===== config.mk =====
export PLATFORM = sky130hd
export DESIGN_NAME = uart_regbank
export DESIGN_NICKNAME = d
export VERILOG_FILES = /design/src/rtl/uart_regbank_pkg.sv /design/src/rtl/uart_cfg_regs.sv /design/src/rtl/uart_rx_trigger.sv /design/src/rtl/uart_irq_comb.sv /design/src/rtl/uart_regbank.sv
export SDC_FILE = /design/constraint.sdc
export NUM_CORES = 1
export LEC_CHECK = 0
export BUFFER_PORTS_ARGS = -buffer_cell sky130_fd_sc_hd__buf_2
export CORE_ASPECT_RATIO = 0.7
export CORE_MARGIN = 4
export CORE_UTILIZATION = 40
export DETAILED_ROUTE_END_ITERATION = 16
export PLACE_DENSITY = 0.71
export SKIP_CTS_REPAIR_TIMING = 1
export SLEW_MARGIN = 20
export SYNTH_ARGS = -nofsm -noshare
export SYNTH_HDL_FRONTEND = slang
export SYNTH_HIERARCHICAL = 1
export SYNTH_SLANG_ARGS = --single-unit

===== constraint.sdc =====
create_clock -name clk_i -period 2.9 [get_ports clk_i]
set_input_delay 0.435 -clock clk_i [delete_from_list [all_inputs] [get_ports clk_i]]
set_output_delay 0.435 -clock clk_i [all_outputs]
set_load 0.005 [all_outputs]

===== src/rtl/uart_regbank_pkg.sv =====
package uart_regbank_pkg;
  localparam int unsigned OFFS_W  = 10;
  localparam int unsigned NUM_IRQ = 11;

  localparam logic [OFFS_W-1:0] OFF_DATA  = 10'h000;
  localparam logic [OFFS_W-1:0] OFF_RSTAT = 10'h001;
  localparam logic [OFFS_W-1:0] OFF_FLAG  = 10'h006;
  localparam logic [OFFS_W-1:0] OFF_IDIV  = 10'h009;
  localparam logic [OFFS_W-1:0] OFF_FDIV  = 10'h00A;
  localparam logic [OFFS_W-1:0] OFF_LINE  = 10'h00B;
  localparam logic [OFFS_W-1:0] OFF_CTRL  = 10'h00C;
  localparam logic [OFFS_W-1:0] OFF_LVL   = 10'h00D;
  localparam logic [OFFS_W-1:0] OFF_MASK  = 10'h00E;
  localparam logic [OFFS_W-1:0] OFF_RAW   = 10'h00F;
  localparam logic [OFFS_W-1:0] OFF_MIS   = 10'h010;
  localparam logic [OFFS_W-1:0] OFF_CLR   = 10'h011;
  localparam logic [OFFS_W-1:0] OFF_IDWIN = 10'h3F8;

  localparam int unsigned IRQ_RXLVL = 4;
  localparam int unsigned IRQ_TX    = 5;
  localparam int unsigned IRQ_RXTO  = 6;
  localparam int unsigned RST_OVR   = 3;
  localparam int unsigned LINE_FEN  = 4;
  localparam int unsigned CTRL_LOOP = 7;

  localparam logic [15:0] CTRL_WMASK = 16'hFFC7;
  localparam logic [5:0]  LVL_RESET  = 6'h12;

  localparam logic [31:0] PERIPH_ID = 32'h0024_1011;
  localparam logic [31:0] CELL_ID   = 32'hB105_F00D;

  function automatic logic [7:0] id_byte(input logic [2:0] idx);
    logic [31:0] w;
    w = idx[2] ? CELL_ID : PERIPH_ID;
    return w[8*idx[1:0] +: 8];
  endfunction
endpackage


===== src/rtl/uart_cfg_regs.sv =====
module uart_cfg_regs
  import uart_regbank_pkg::*;
(
  input  logic              clk_i,
  input  logic              rst_ni,
  input  logic              we_i,
  input  logic [OFFS_W-1:0] offset_i,
  input  logic [15:0]       wdata_i,
  output logic [15:0]       idiv_o,
  output logic [5:0]        fdiv_o,
  output logic [7:0]        line_o,
  output logic [15:0]       ctrl_o,
  output logic [5:0]        lvl_o,
  output logic [NUM_IRQ-1:0] mask_o
);
  always_ff @(posedge clk_i or negedge rst_ni) begin
    if (!rst_ni) begin
      idiv_o <= '0;
      fdiv_o <= '0;
      line_o <= '0;
      ctrl_o <= '0;
      lvl_o  <= LVL_RESET;
      mask_o <= '0;
    end else if (we_i) begin
      unique case (offset_i)
        OFF_IDIV: idiv_o <= wdata_i;
        OFF_FDIV: fdiv_o <= wdata_i[5:0];
        OFF_LINE: line_o <= wdata_i[7:0];
        OFF_CTRL: ctrl_o <= wdata_i & CTRL_WMASK;
        OFF_LVL:  lvl_o  <= wdata_i[5:0];
        OFF_MASK: mask_o <= wdata_i[NUM_IRQ-1:0];
        default:  ;
      endcase
    end
  end
endmodule


===== src/rtl/uart_rx_trigger.sv =====
module uart_rx_trigger #(
  parameter int unsigned DEPTH = 16,
  localparam int unsigned CNT_W = $clog2(DEPTH + 1)
) (
  input  logic             clk_i,
  input  logic             rst_ni,
  input  logic             fen_i,
  input  logic [2:0]       sel_i,
  input  logic [CNT_W-1:0] count_i,
  output logic             hit_o,
  output logic             nonempty_o,
  output logic             lvl_set_o,
  output logic             to_set_o
);
  logic [CNT_W-1:0] trig;
  logic             hit_q, nonempty_q;

  always_comb begin
    if (!fen_i) trig = CNT_W'(1);
    else begin
      unique case (sel_i)
        3'd0:    trig = CNT_W'(DEPTH / 8);
        3'd1:    trig = CNT_W'(DEPTH / 4);
        3'd2:    trig = CNT_W'(DEPTH / 2);
        3'd3:    trig = CNT_W'(DEPTH * 3 / 4);
        3'd4:    trig = CNT_W'(DEPTH * 7 / 8);
        default: trig = CNT_W'(DEPTH);
      endcase
    end
  end

  assign hit_o      = count_i >= trig;
  assign nonempty_o = count_i != '0;
  assign lvl_set_o  = hit_o && !hit_q;
  assign to_set_o   = nonempty_o && !nonempty_q;

  always_ff @(posedge clk_i or negedge rst_ni) begin
    if (!rst_ni) begin
      hit_q      <= 1'b0;
      nonempty_q <= 1'b0;
    end else begin
      hit_q      <= hit_o;
      nonempty_q <= nonempty_o;
    end
  end
endmodule


===== src/rtl/uart_irq_comb.sv =====
module uart_irq_comb #(
  parameter int unsigned N = 11
) (
  input  logic         clk_i,
  input  logic         rst_ni,
  input  logic [N-1:0] set_i,
  input  logic [N-1:0] hold_i,
  input  logic [N-1:0] clr_i,
  input  logic [N-1:0] mask_i,
  output logic [N-1:0] raw_o,
  output logic [N-1:0] mis_o,
  output logic         irq_o
);
  for (genvar i = 0; i < N; i++) begin : g_bit
    always_ff @(posedge clk_i or negedge rst_ni) begin
      if (!rst_ni)                      raw_o[i] <= 1'b0;
      else if (set_i[i])                raw_o[i] <= 1'b1;
      else if (clr_i[i] || !hold_i[i])  raw_o[i] <= 1'b0;
    end
  end

  assign mis_o = raw_o & mask_i;
  assign irq_o = |mis_o;
endmodule


===== src/rtl/uart_regbank.sv =====
module uart_regbank
  import uart_regbank_pkg::*;
#(
  parameter int unsigned DATA_W = 32,
  parameter int unsigned DEPTH  = 16,
  localparam int unsigned CNT_W = $clog2(DEPTH + 1)
) (
  input  logic              clk_i,
  input  logic              rst_ni,
  input  logic [OFFS_W-1:0] offset_i,
  input  logic [DATA_W-1:0] wdata_i,
  input  logic              we_i,
  input  logic              re_i,
  output logic [DATA_W-1:0] rdata_o,
  output logic              irq_o,
  output logic              fifo_push_o,
  output logic [7:0]        fifo_wdata_o,
  output logic              fifo_pop_o,
  input  logic [7:0]        fifo_rdata_i,
  input  logic [CNT_W-1:0]  fifo_count_i,
  input  logic              fifo_full_i,
  input  logic              fifo_empty_i
);
  logic [15:0]        idiv, ctrl;
  logic [5:0]         fdiv, lvl;
  logic [7:0]         line;
  logic [NUM_IRQ-1:0] mask, raw_st, mis, set_v, hold_v, clr_v;
  logic [3:0]         rsr_q;
  logic               loop_en, data_wr, hit, nonempty, lvl_set, to_set;
  logic [DATA_W-1:0]  rd_next;

  uart_cfg_regs u_cfg (
    .clk_i, .rst_ni, .we_i, .offset_i,
    .wdata_i (wdata_i[15:0]),
    .idiv_o  (idiv), .fdiv_o (fdiv), .line_o (line),
    .ctrl_o  (ctrl), .lvl_o  (lvl),  .mask_o (mask)
  );

  uart_rx_trigger #(.DEPTH(DEPTH)) u_trig (
    .clk_i, .rst_ni,
    .fen_i      (line[LINE_FEN]),
    .sel_i      (lvl[5:3]),
    .count_i    (fifo_count_i),
    .hit_o      (hit),
    .nonempty_o (nonempty),
    .lvl_set_o  (lvl_set),
    .to_set_o   (to_set)
  );

  assign loop_en      = ctrl[CTRL_LOOP];
  assign data_wr      = we_i && (offset_i == OFF_DATA);
  assign fifo_push_o  = data_wr && loop_en && !fifo_full_i;
  assign fifo_wdata_o = wdata_i[7:0];
  assign fifo_pop_o   = re_i && (offset_i == OFF_DATA) && !fifo_empty_i;

  always_comb begin
    set_v  = '0;
    hold_v = '1;
    set_v[IRQ_TX]     = data_wr;
    set_v[IRQ_RXLVL]  = lvl_set;
    set_v[IRQ_RXTO]   = to_set;
    hold_v[IRQ_RXLVL] = hit;
    hold_v[IRQ_RXTO]  = nonempty;
    clr_v = (we_i && offset_i == OFF_CLR) ? wdata_i[NUM_IRQ-1:0] : '0;
  end

  uart_irq_comb #(.N(NUM_IRQ)) u_irq (
    .clk_i, .rst_ni,
    .set_i  (set_v), .hold_i (hold_v), .clr_i (clr_v),
    .mask_i (mask),  .raw_o  (raw_st), .mis_o (mis),
    .irq_o
  );

  // receive status: overrun sets on a rejected loopback push, any write clears
  always_ff @(posedge clk_i or negedge rst_ni) begin
    if (!rst_ni)                                 rsr_q <= '0;
    else if (data_wr && loop_en && fifo_full_i)  rsr_q[RST_OVR] <= 1'b1;
    else if (we_i && offset_i == OFF_RSTAT)      rsr_q <= '0;
  end

  always_comb begin
    rd_next = '0;
    if (offset_i >= OFF_IDWIN) begin
      rd_next[7:0] = id_byte(offset_i[2:0]);
    end else begin
      unique case (offset_i)
        OFF_DATA: begin
          rd_next[7:0]  = fifo_empty_i ? 8'h00 : fifo_rdata_i;
          rd_next[11:8] = rsr_q;
        end
        OFF_RSTAT: rd_next[3:0] = rsr_q;
        OFF_FLAG: begin
          rd_next[7] = 1'b1;
          rd_next[6] = fifo_count_i == CNT_W'(DEPTH);
          rd_next[4] = fifo_count_i == '0;
        end
        OFF_IDIV: rd_next[15:0] = idiv;
        OFF_FDIV: rd_next[5:0]  = fdiv;
        OFF_LINE: rd_next[7:0]  = line;
        OFF_CTRL: rd_next[15:0] = ctrl;
        OFF_LVL:  rd_next[5:0]  = lvl;
        OFF_MASK: rd_next[NUM_IRQ-1:0] = mask;
        OFF_RAW:  rd_next[NUM_IRQ-1:0] = raw_st;
        OFF_MIS:  rd_next[NUM_IRQ-1:0] = mis;
        default:  ;
      endcase
    end
  end

  always_ff @(posedge clk_i or negedge rst_ni) begin
    if (!rst_ni)   rdata_o <= '0;
    else if (re_i) rdata_o <= rd_next;
  end
endmodule


== Word-level counts from Yosys, hierarchy flattened ==
Index checks and enable logic that the tools add are counted.
Word-level totals
  flip-flop bits (word level): 82
  bits in latches: 0
  memory bits (writable): 0
  bits in read-only memories: 0
  input bits: 61
  word-level logic and storage cells: 88
  memories: 0
Cells by class
  $add $sub $neg: 0
  multiply operators: 0
  div/mod/pow operators: 0
  order comparisons: 2
  equal/unequal tests: 16
  shift-type cells: 1
  multiplexer cells: 22
  bitwise gates (word level): 1
  reductions and logical operators: 33
Operators with widths (number)
  $eq 10x4->1 const B: 7
  $pmux 4 s9: 1
  $mux 32: 1
  $shiftx 32x6->8: 1
  $pmux 5 s5: 1
  $mux 8: 3
  $eq 10x5->1 const B: 2
  $pmux 2 s8: 1
  $pmux 3 s4: 1
  $reduce_and 2->1: 6
  $and 7x11->11: 1
  $reduce_or 11->1: 1
  $eq 10x1->1 const B: 1
  $eq 10x3->1 const B: 1
  $ge 10x10->1 const B: 1
  $logic_and 1x1->1: 10
  $logic_not 10->1: 1
  $pmux 1 s9: 1
  $pmux 1 s8: 1
  $pmux 4 s2: 1
  $reduce_bool 2->1: 4
  $mux 1: 7
  $mux 7: 1
  $eq 3x2->1 const B: 2
  12 further kinds: 18

== Depth between registers and ports, before layout ==
Gate-level depths: netlist (run 1).
  depth in word-level cells: 8
  depth in mapped cells: 9

== Hierarchy ==
The synthesis (run 1) kept the hierarchy.
By module, submodules not included
  uart_cfg_regs: times used 1, cells each 142, area each 2402.3 µm²
  uart_regbank: times used 1, cells each 239, area each 1954.4 µm²
  uart_irq_comb: times used 1, cells each 49, area each 516.7 µm²
  uart_rx_trigger: times used 1, cells each 30, area each 235.2 µm²

== Least setup slack after synthesis (run 1) ==
No wires, ideal clock.
  path kind: input-to-reg
  start point: input offset_i[5]
  end point: register u_cfg.mask_o[0]
  library setup time: 125 ps
  arrival time: 1893 ps
  path slack: 882 ps
  stages on the path: 4
  path buffers: 1
  cells stage by stage: or4b_4 -> or4_4 -> buf_6 -> mux2_4
Between the ends
  longest elaborated chain between the ends: 2
RTL lines
  start, declared: RTL line uart_regbank.sv:10  | input logic [OFFS_W-1:0] offset_i,
  $eq 10x4->1: RTL line uart_cfg_regs.sv:25  | unique case (offset_i)
  $reduce_and 2->1 (no line)
  end signal, assigned: RTL line uart_cfg_regs.sv:31  | OFF_MASK: mask_o <= wdata_i[NUM_IRQ-1:0];
  end, declared: RTL line uart_cfg_regs.sv:14  | output logic [NUM_IRQ-1:0] mask_o
No other way between the ends.
A chain may end at the register's enable or synchronous reset.

== Worst setup path in the final report (run 1) ==
  start point: register u_cfg.lvl_o[4]
  end point: register u_irq.raw_o[4]
Between the ends
  longest elaborated chain between the ends: 7
  elaborated cells between the ends (all ways): 13
  classes of those cells: 1 x order compare; 4 x eq/ne; 3 x mux; 5 x reduce/logical
RTL lines
  start, declared: RTL line uart_cfg_regs.sv:13  | output logic [5:0] lvl_o,
  start signal, assigned: RTL line uart_cfg_regs.sv:30  | OFF_LVL: lvl_o <= wdata_i[5:0];
  $eq 3x3->1, or another cell as far along: RTL line uart_rx_trigger.sv:21  | unique case (sel_i)
  $pmux 5 s5 (*): RTL line uart_rx_trigger.sv:21
  $mux 5 (*): RTL line uart_rx_trigger.sv:19  | if (!fen_i) trig = CNT_W'(1);
  $ge 5x5->1 (*): RTL line uart_rx_trigger.sv:32  | assign hit_o = count_i >= trig;
  named net hit: RTL line uart_regbank.sv:29  | logic loop_en, data_wr, hit, nonempty, lvl_set, to_set;
  $logic_not 1->1: RTL line uart_irq_comb.sv:18  | else if (clr_i[i] || !hold_i[i]) raw_o[i] <= 1'b0;
  $logic_or 1x1->1: RTL line uart_irq_comb.sv:18
  $reduce_bool 2->1 (no line)
  end signal, assigned by index: RTL line uart_irq_comb.sv:16  | if (!rst_ni) raw_o[i] <= 1'b0;
  end signal, assigned by index: RTL line uart_irq_comb.sv:17  | else if (set_i[i]) raw_o[i] <= 1'b1;
  end signal, assigned by index: RTL line uart_irq_comb.sv:18
  end, declared: RTL line uart_irq_comb.sv:10  | output logic [N-1:0] raw_o,
The timed path passes the listed nets; every way through them passes the cells marked *.

==> qor.csv, run 1 <==
stage;metric;value;unit
floorplanning;fp.dieH;103;um
min_path;hp-class;input pin to asynchronous set/reset pin;
cts;insertion_delay;340;ps
final_layout;insertedDiodeCount;0;
cts;numCtsBuffers;9;
synth;post_synth_most_frequent_cells;dfrtp_1, mux2_2, nor2_1;
floorplanning;die_area;14700;um2
timing;finalHoldViolCount;0;
timing;tns;0;ps
setup_path;max_stage_delay;550;ps
place;dpl_worst_slack;632;ps
pwr;p_leak;2.77;nW
grt;track_usage;19.1;%
setup_path;required;3130;ps
setup_path;slowest_stage;dfstp_2;
floorplanning;ios;104;
timing;rsz0062_at_grt;false;
route;wl_per_cell;19.2;um
cts;htreeDepth;3;
route;initialDrtViolationCount;370;
synth;yosysMostFrequentCell;dfrtp_1;
synth;syn_area;5110;um2
route;via_per_inst;5.57;
timing;slew_headroom;52.9;%
synth;ys_async_sr_fraction;100;%
floorplanning;rows;34;
synth;yosys_warnings;6;
synth;ys_ff_latch;90;
floorplanning;die_w;143;um
timing;finalSetupViolCount;0;
place;port_buffers;71;
floorplanning;initial_core_util;41.0;%
synth;synth_top_cell_area_share;43.1;%
route;dr.pass1.iters;5;
cts;cts.path.max_buffers;2;
synth;ys_types;64;
final_layout;finalNonFillerCells;707;
place;placed_cells;691;
setup_path;setup.worst_path.class;register to register;
timing;setup_ws;699;ps
synth;avgSynthCellArea;11.1;um2
route;drc;0;
grt;grt_pass1_vias;3980;
final_layout;syn_to_final_growth;14.5;%
pwr;p_per_area;475;nW/um2
timing;fmax;0.454;GHz
grt;grt_max_degree;55;
grt;antenna_found_initial;0;
route;drtAntennaViolNets;0;
cts;clk_transition_reported_paths;60;ps
timing;finalCritPeriodShare;75.9;%
setup_path;crit_path_start_kind;register;
synth;synth_edf_count;0;
cts;cts.sinks;90;
timing;fin_skew;5.50;ps
synth;synth_top_flop_cell;dfrtp_1;
timing;period_needed;2200;ps
floorplanning;coreArea;12500;um2
cts;cts_root_buf;clkbuf_16;
synth;synthCells;460;
route;wl;13600;um
run;cap_viol_max_count;0;
grt;grt_pass1_wl;21400;um
synth;synth.area.top_cells;dfrtp_1, mux2_2, buf_4;
timing;slew_viol_final;0;
setup_path;worstPathArrival;2430;ps
place;routabilityCongestion;0.875;
pwr;peakVddDrop;0.000344;V
timing;worst_slew_pin_slew;707;ps
setup_path;worstSetupEndpointType;register;
timing;holdWs;142;ps
final_layout;final_net_count;608;
grt;grt-ovfl-total;0;
status;status;finished clean;
setup_path;crit_fanout;5;
setup_path;crit_chain;nor2_1 > and2_1 > o21ai_0 > ha_1 > a21o_1 > a31oi_1 > o21ai_1 > a31o_1;
cts;cts_tree;built;
synth;ys_seq_area_share;44.1;%
synth;yosysTopAreaCell;dfrtp_1;
route;vias;3937;
place;hpwl;9970;um
final_layout;drive_gt1_share;33.6;%
## path summary, 6_finish.rpt
path	to	slack, ps	from	depth (start not counted)
setup / recovery	u_irq/raw_o[4]	700	u_cfg/lvl_o[4]	8
hold / removal	u_irq/raw_o[1]	140	rst_ni	1
setup reg to reg	u_irq/raw_o[4]	700	u_cfg/lvl_o[4]	8
hold reg to reg	rdata_o[15]	500	rdata_o[15]	2
max in group asynchronous	u_cfg/lvl_o[4]	2040	rst_ni	2
min in group clk_i	u_cfg/idiv_o[14]	340	wdata_i[14]	2
## sequential cells by signal (all words and copies together), names as in the netlist, 6 cells and up
signal	cells
rdata_o	16
u_cfg/ctrl_o	13
u_cfg/fdiv_o	6
u_cfg/idiv_o	16
u_cfg/line_o	8
u_cfg/lvl_o	6
u_cfg/mask_o	11
u_irq/raw_o	11
## cell families (layout without fill, tap and decap cells)
kind of cell	Yosys count	in the layout	share of synthesized area (%)
simple gates	134	134	16.0
flops	90	90	44.1
compound gates	88	88	12.7
mux	77	77	17.8
buf+inv	61	113	7.47
fa+ha+maj	7	7	1.71
other cells	3	36	0.220
## power breakdown
part	switching (mW)	internal (mW)
sequential	0.0285	1.30
combinational	0.175	0.116
clock	0.467	0.695
total	0.670	2.11
## cell type report
type | count | area [um2]
Sequential cell | 90 | 2250
Clock inverter | 2 | 38.8
Fill cell | 1162 | 6610
Inverter | 16 | 60.1
Timing Repair Buffer | 81 | 445
Tap cell | 162 | 203
Clock buffer | 14 | 254
Multi-Input combinational cell | 342 | 2600
## metrics by stage
step	power (mW)	utilization, %	instance area, um2
3_3_place_gp	1.63	44.6	5560
5_1_grt	2.90	46.9	5850
4_1_cts	2.81	46.9	5850
2_1_floorplan	1.52	-	5230
3_5_place_dp	1.64	44.6	5560
6_report	2.78	46.9	5850
## layer usage
metal / vias up / part of all wire, % / GRT usage [%]
li1: 1787 / - / -
met2: 169 / 44 / 29.7
met1: 1966 / 46 / 27.0
met3: 15 / 8.0 / 4.68
met5: - / 0 / 0
met4: 0 / 1.2 / 5.33
## cells in the final DEF, fill, tap and decap left out, types with 3 or more instances in the layout
master	instances
nand3_1	7
a221oi_1	15
nor4_4	3
nand2_1	19
o21bai_1	3
nor2b_1	10
ha_1	7
buf_2	70
a31o_1	10
a21oi_1	12
a22oi_1	7
mux2_2	58
mux2i_1	7
nor3_1	8
nand4_1	6
a32o_1	3
mux2_4	10
o22a_1	3
clkbuf_1	4
and2_1	25
inv_1	15
nor2_1	30
conb_1	36
o21ai_0	13
a31oi_1	4
dfrtp_1	88
clkbuf_16	9
buf_4	10
## worst max-delay path, delay by kind of cell (launching register included)
family / cells / cell delay (ps)
AO/OA/AOI/OAI: 5 / 1030
flip-flops: 1 / 550
adder cells (fa/ha/maj): 1 / 290
AND/OR/NAND/NOR: 2 / 220
Note: power is estimated with default switching activity, not from simulation.
==> run 2, diff against run 1 <==
--- a/config.mk
+++ b/config.mk
@@ -10,7 +10,7 @@
 export CORE_MARGIN = 4
 export CORE_UTILIZATION = 40
 export DETAILED_ROUTE_END_ITERATION = 16
-export PLACE_DENSITY = 0.71
+export PLACE_DENSITY = 0.74
 export SKIP_CTS_REPAIR_TIMING = 1
 export SLEW_MARGIN = 20
 export SYNTH_ARGS = -nofsm -noshare
==> constraint.sdc (replaced) <==
create_clock -name clk_i -period 1.8 [get_ports clk_i]
set_input_delay 0.27 -clock clk_i [delete_from_list [all_inputs] [get_ports clk_i]]
set_output_delay 0.27 -clock clk_i [all_outputs]
set_load 0.005 [all_outputs]
==> run 2 against run 1 <==
Clock power grew 54%. Register-to-register slack got worse by 800 ps. Non-clock buffer count increased by 51. Routed wire length increased by 4.5%. Clock skew up 3.8 ps. The flow now finishes with violations (setup timing). Final area up 8.9%.
==> qor.csv, run 2 (same netlist as run 1, synthesis figures left out) <==
stage;metric;value;unit
status;status;complete, but fails checks;
status;violations;setup timing;
route;wl;14200;um
setup_path;crit_fanout;2;
timing;fmax;0.527;GHz
floorplanning;die_area;14700;um2
final_layout;mostFrequentLayoutCell;dfrtp_1;
place;routabilityCongestion;0.901;
final_layout;top_regs;rdata_o x16, u_cfg/idiv_o x16, u_cfg/ctrl_o x13;
setup_path;slowest_stage;dfstp_2;
cts;cts_root_buf;clkbuf_16;
grt;grt_util_met1;28.0;%
timing;finalCritPeriodShare;106;%
floorplanning;initial_core_util;41.0;%
floorplanning;coreArea;12500;um2
final_layout;syn_to_final_growth;24.7;%
pwr;p_per_area;702;nW/um2
final_layout;final_net_count;659;
timing;finalSetupViolCount;3;
cts;numCtsBuffers;9;
cts;cts.path.max_buffers;2;
route;drtAntennaViolNets;0;
grt;met2_usage;29.5;%
final_layout;multi_input_area;2690;um2
final_layout;seq_area;2250;um2
route;initialDrtViolationCount;303;
setup_path;setup.worst_path.class;register to register;
setup_path;crit_buf_inv;0;
place;hpwl;10500;um
timing;setup_ws;-99.1;ps
route;drc;0;
place;port_buffers;71;
timing;finalHoldViolCount;0;
route;wl_per_cell;18.7;um
grt;use_met3;5.38;%
floorplanning;ios;104;
floorplanning;fp.dieH;103;um
final_layout;insertedDiodeCount;0;
cts;cts.sinks;90;
grt;antenna_found_initial;0;
cts;htreeDepth;3;
setup_path;required;2030;ps
setup_path;crit_path_start_kind;register;
cts;clk_transition_reported_paths;70;ps
cts;insertion_delay;340;ps
grt;grt-ovfl-total;0;
route;vias;4091;
timing;fin_skew;9.30;ps
cts;cts_tree;built;
timing;slew_viol_final;0;
run;cap_viol_max_count;0;
pwr;peakVddDrop;0.000453;V
setup_path;crit_chain;nor2_2 > and2_4 > o21ai_4 > ha_4 > a21o_1 > a31oi_4 > o21ai_2 > a31o_1;
place;placed_cell_area;5970;um2
route;dr.pass1.iters;5;
setup_path;regToRegSetupSlack;-100;ps
timing;period_needed;1900;ps
timing;slew_headroom;62.5;%
grt;grt_pass1_wl;22200;um
final_layout;fin_area;6370;um2
pwr;p_leak;3.05;nW
floorplanning;rows;34;
route;via_per_inst;5.40;
grt;grt_pass1_vias;4168;
setup_path;worstPathArrival;2130;ps
setup_path;path_delay_family;compound AO/OA/AOI/OAI gates;
grt;grt_max_degree;51;
final_layout;drive_gt1_share;41.3;%
timing;worst_slew_pin_slew;556;ps
final_layout;mostFrequentLayoutCells;dfrtp_1, buf_2, mux2_2;
floorplanning;die_w;143;um
timing;tns;-131;ps
grt;track_usage;19.5;%
final_layout;fin_util;51.1;%
final_layout;nFillCells;1100;
min_path;hp-class;input pin to register;
grt;grt-busiest-layer;met2;
pwr;finalPower;4.47;mW
timing;rsz0062_at_grt;true;
setup_path;worstSetupEndpointType;register;
setup_path;max_stage_delay;540;ps
==> run 2: through the flow <==
stage / instances / setup slack (ps) / hold WS [ps]
2_1_floorplan: 493 / -53.5 / -25.6
3_5_place_dp: 739 / -215 / 108
4_1_cts: 755 / -216 / -259
5_1_grt: 758 / -164 / 167
3_3_place_gp: 739 / -163 / 104
6_report: 758 / -99.1 / 171
==> run 2: worst paths after layout <==
path	startpoint	endpoint	cells past startpoint
max	u_cfg/lvl_o[4]	u_irq/raw_o[4]	8
min reg2reg	rdata_o[15]	rdata_o[15]	2
min	wdata_i[13]	u_cfg/ctrl_o[13]	2
max in group asynchronous	rst_ni	u_cfg/mask_o[7]	3
min in group asynchronous	rst_ni	u_irq/raw_o[9]	2
max reg2reg	u_cfg/lvl_o[4]	u_irq/raw_o[4]	8
==> run 2: power by group <==
| part | internal [mW] | switching [mW] |
|---|---|---|
| combinational | 0.241 | 0.306 |
| clock | 1.02 | 0.770 |
| sequential | 2.09 | 0.0490 |
| total | 3.35 | 1.13 |
==> run 2: metal layers <==
layer	vias up	share of wire [%]
met4	0	1.1
met3	20	7.3
met2	147	45
li1	1887	-
met5	-	0
met1	2037	47
==> run 2: layout make-up <==
class                           instances  area share [%]
Clock buffer                           13            4.08
Timing Repair Buffer                  132            13.9
Inverter                               16           0.942
Multi-Input combinational cell        342            42.2
Clock inverter                          3           0.373
Tap cell                              162            3.18
Sequential cell                        90            35.4
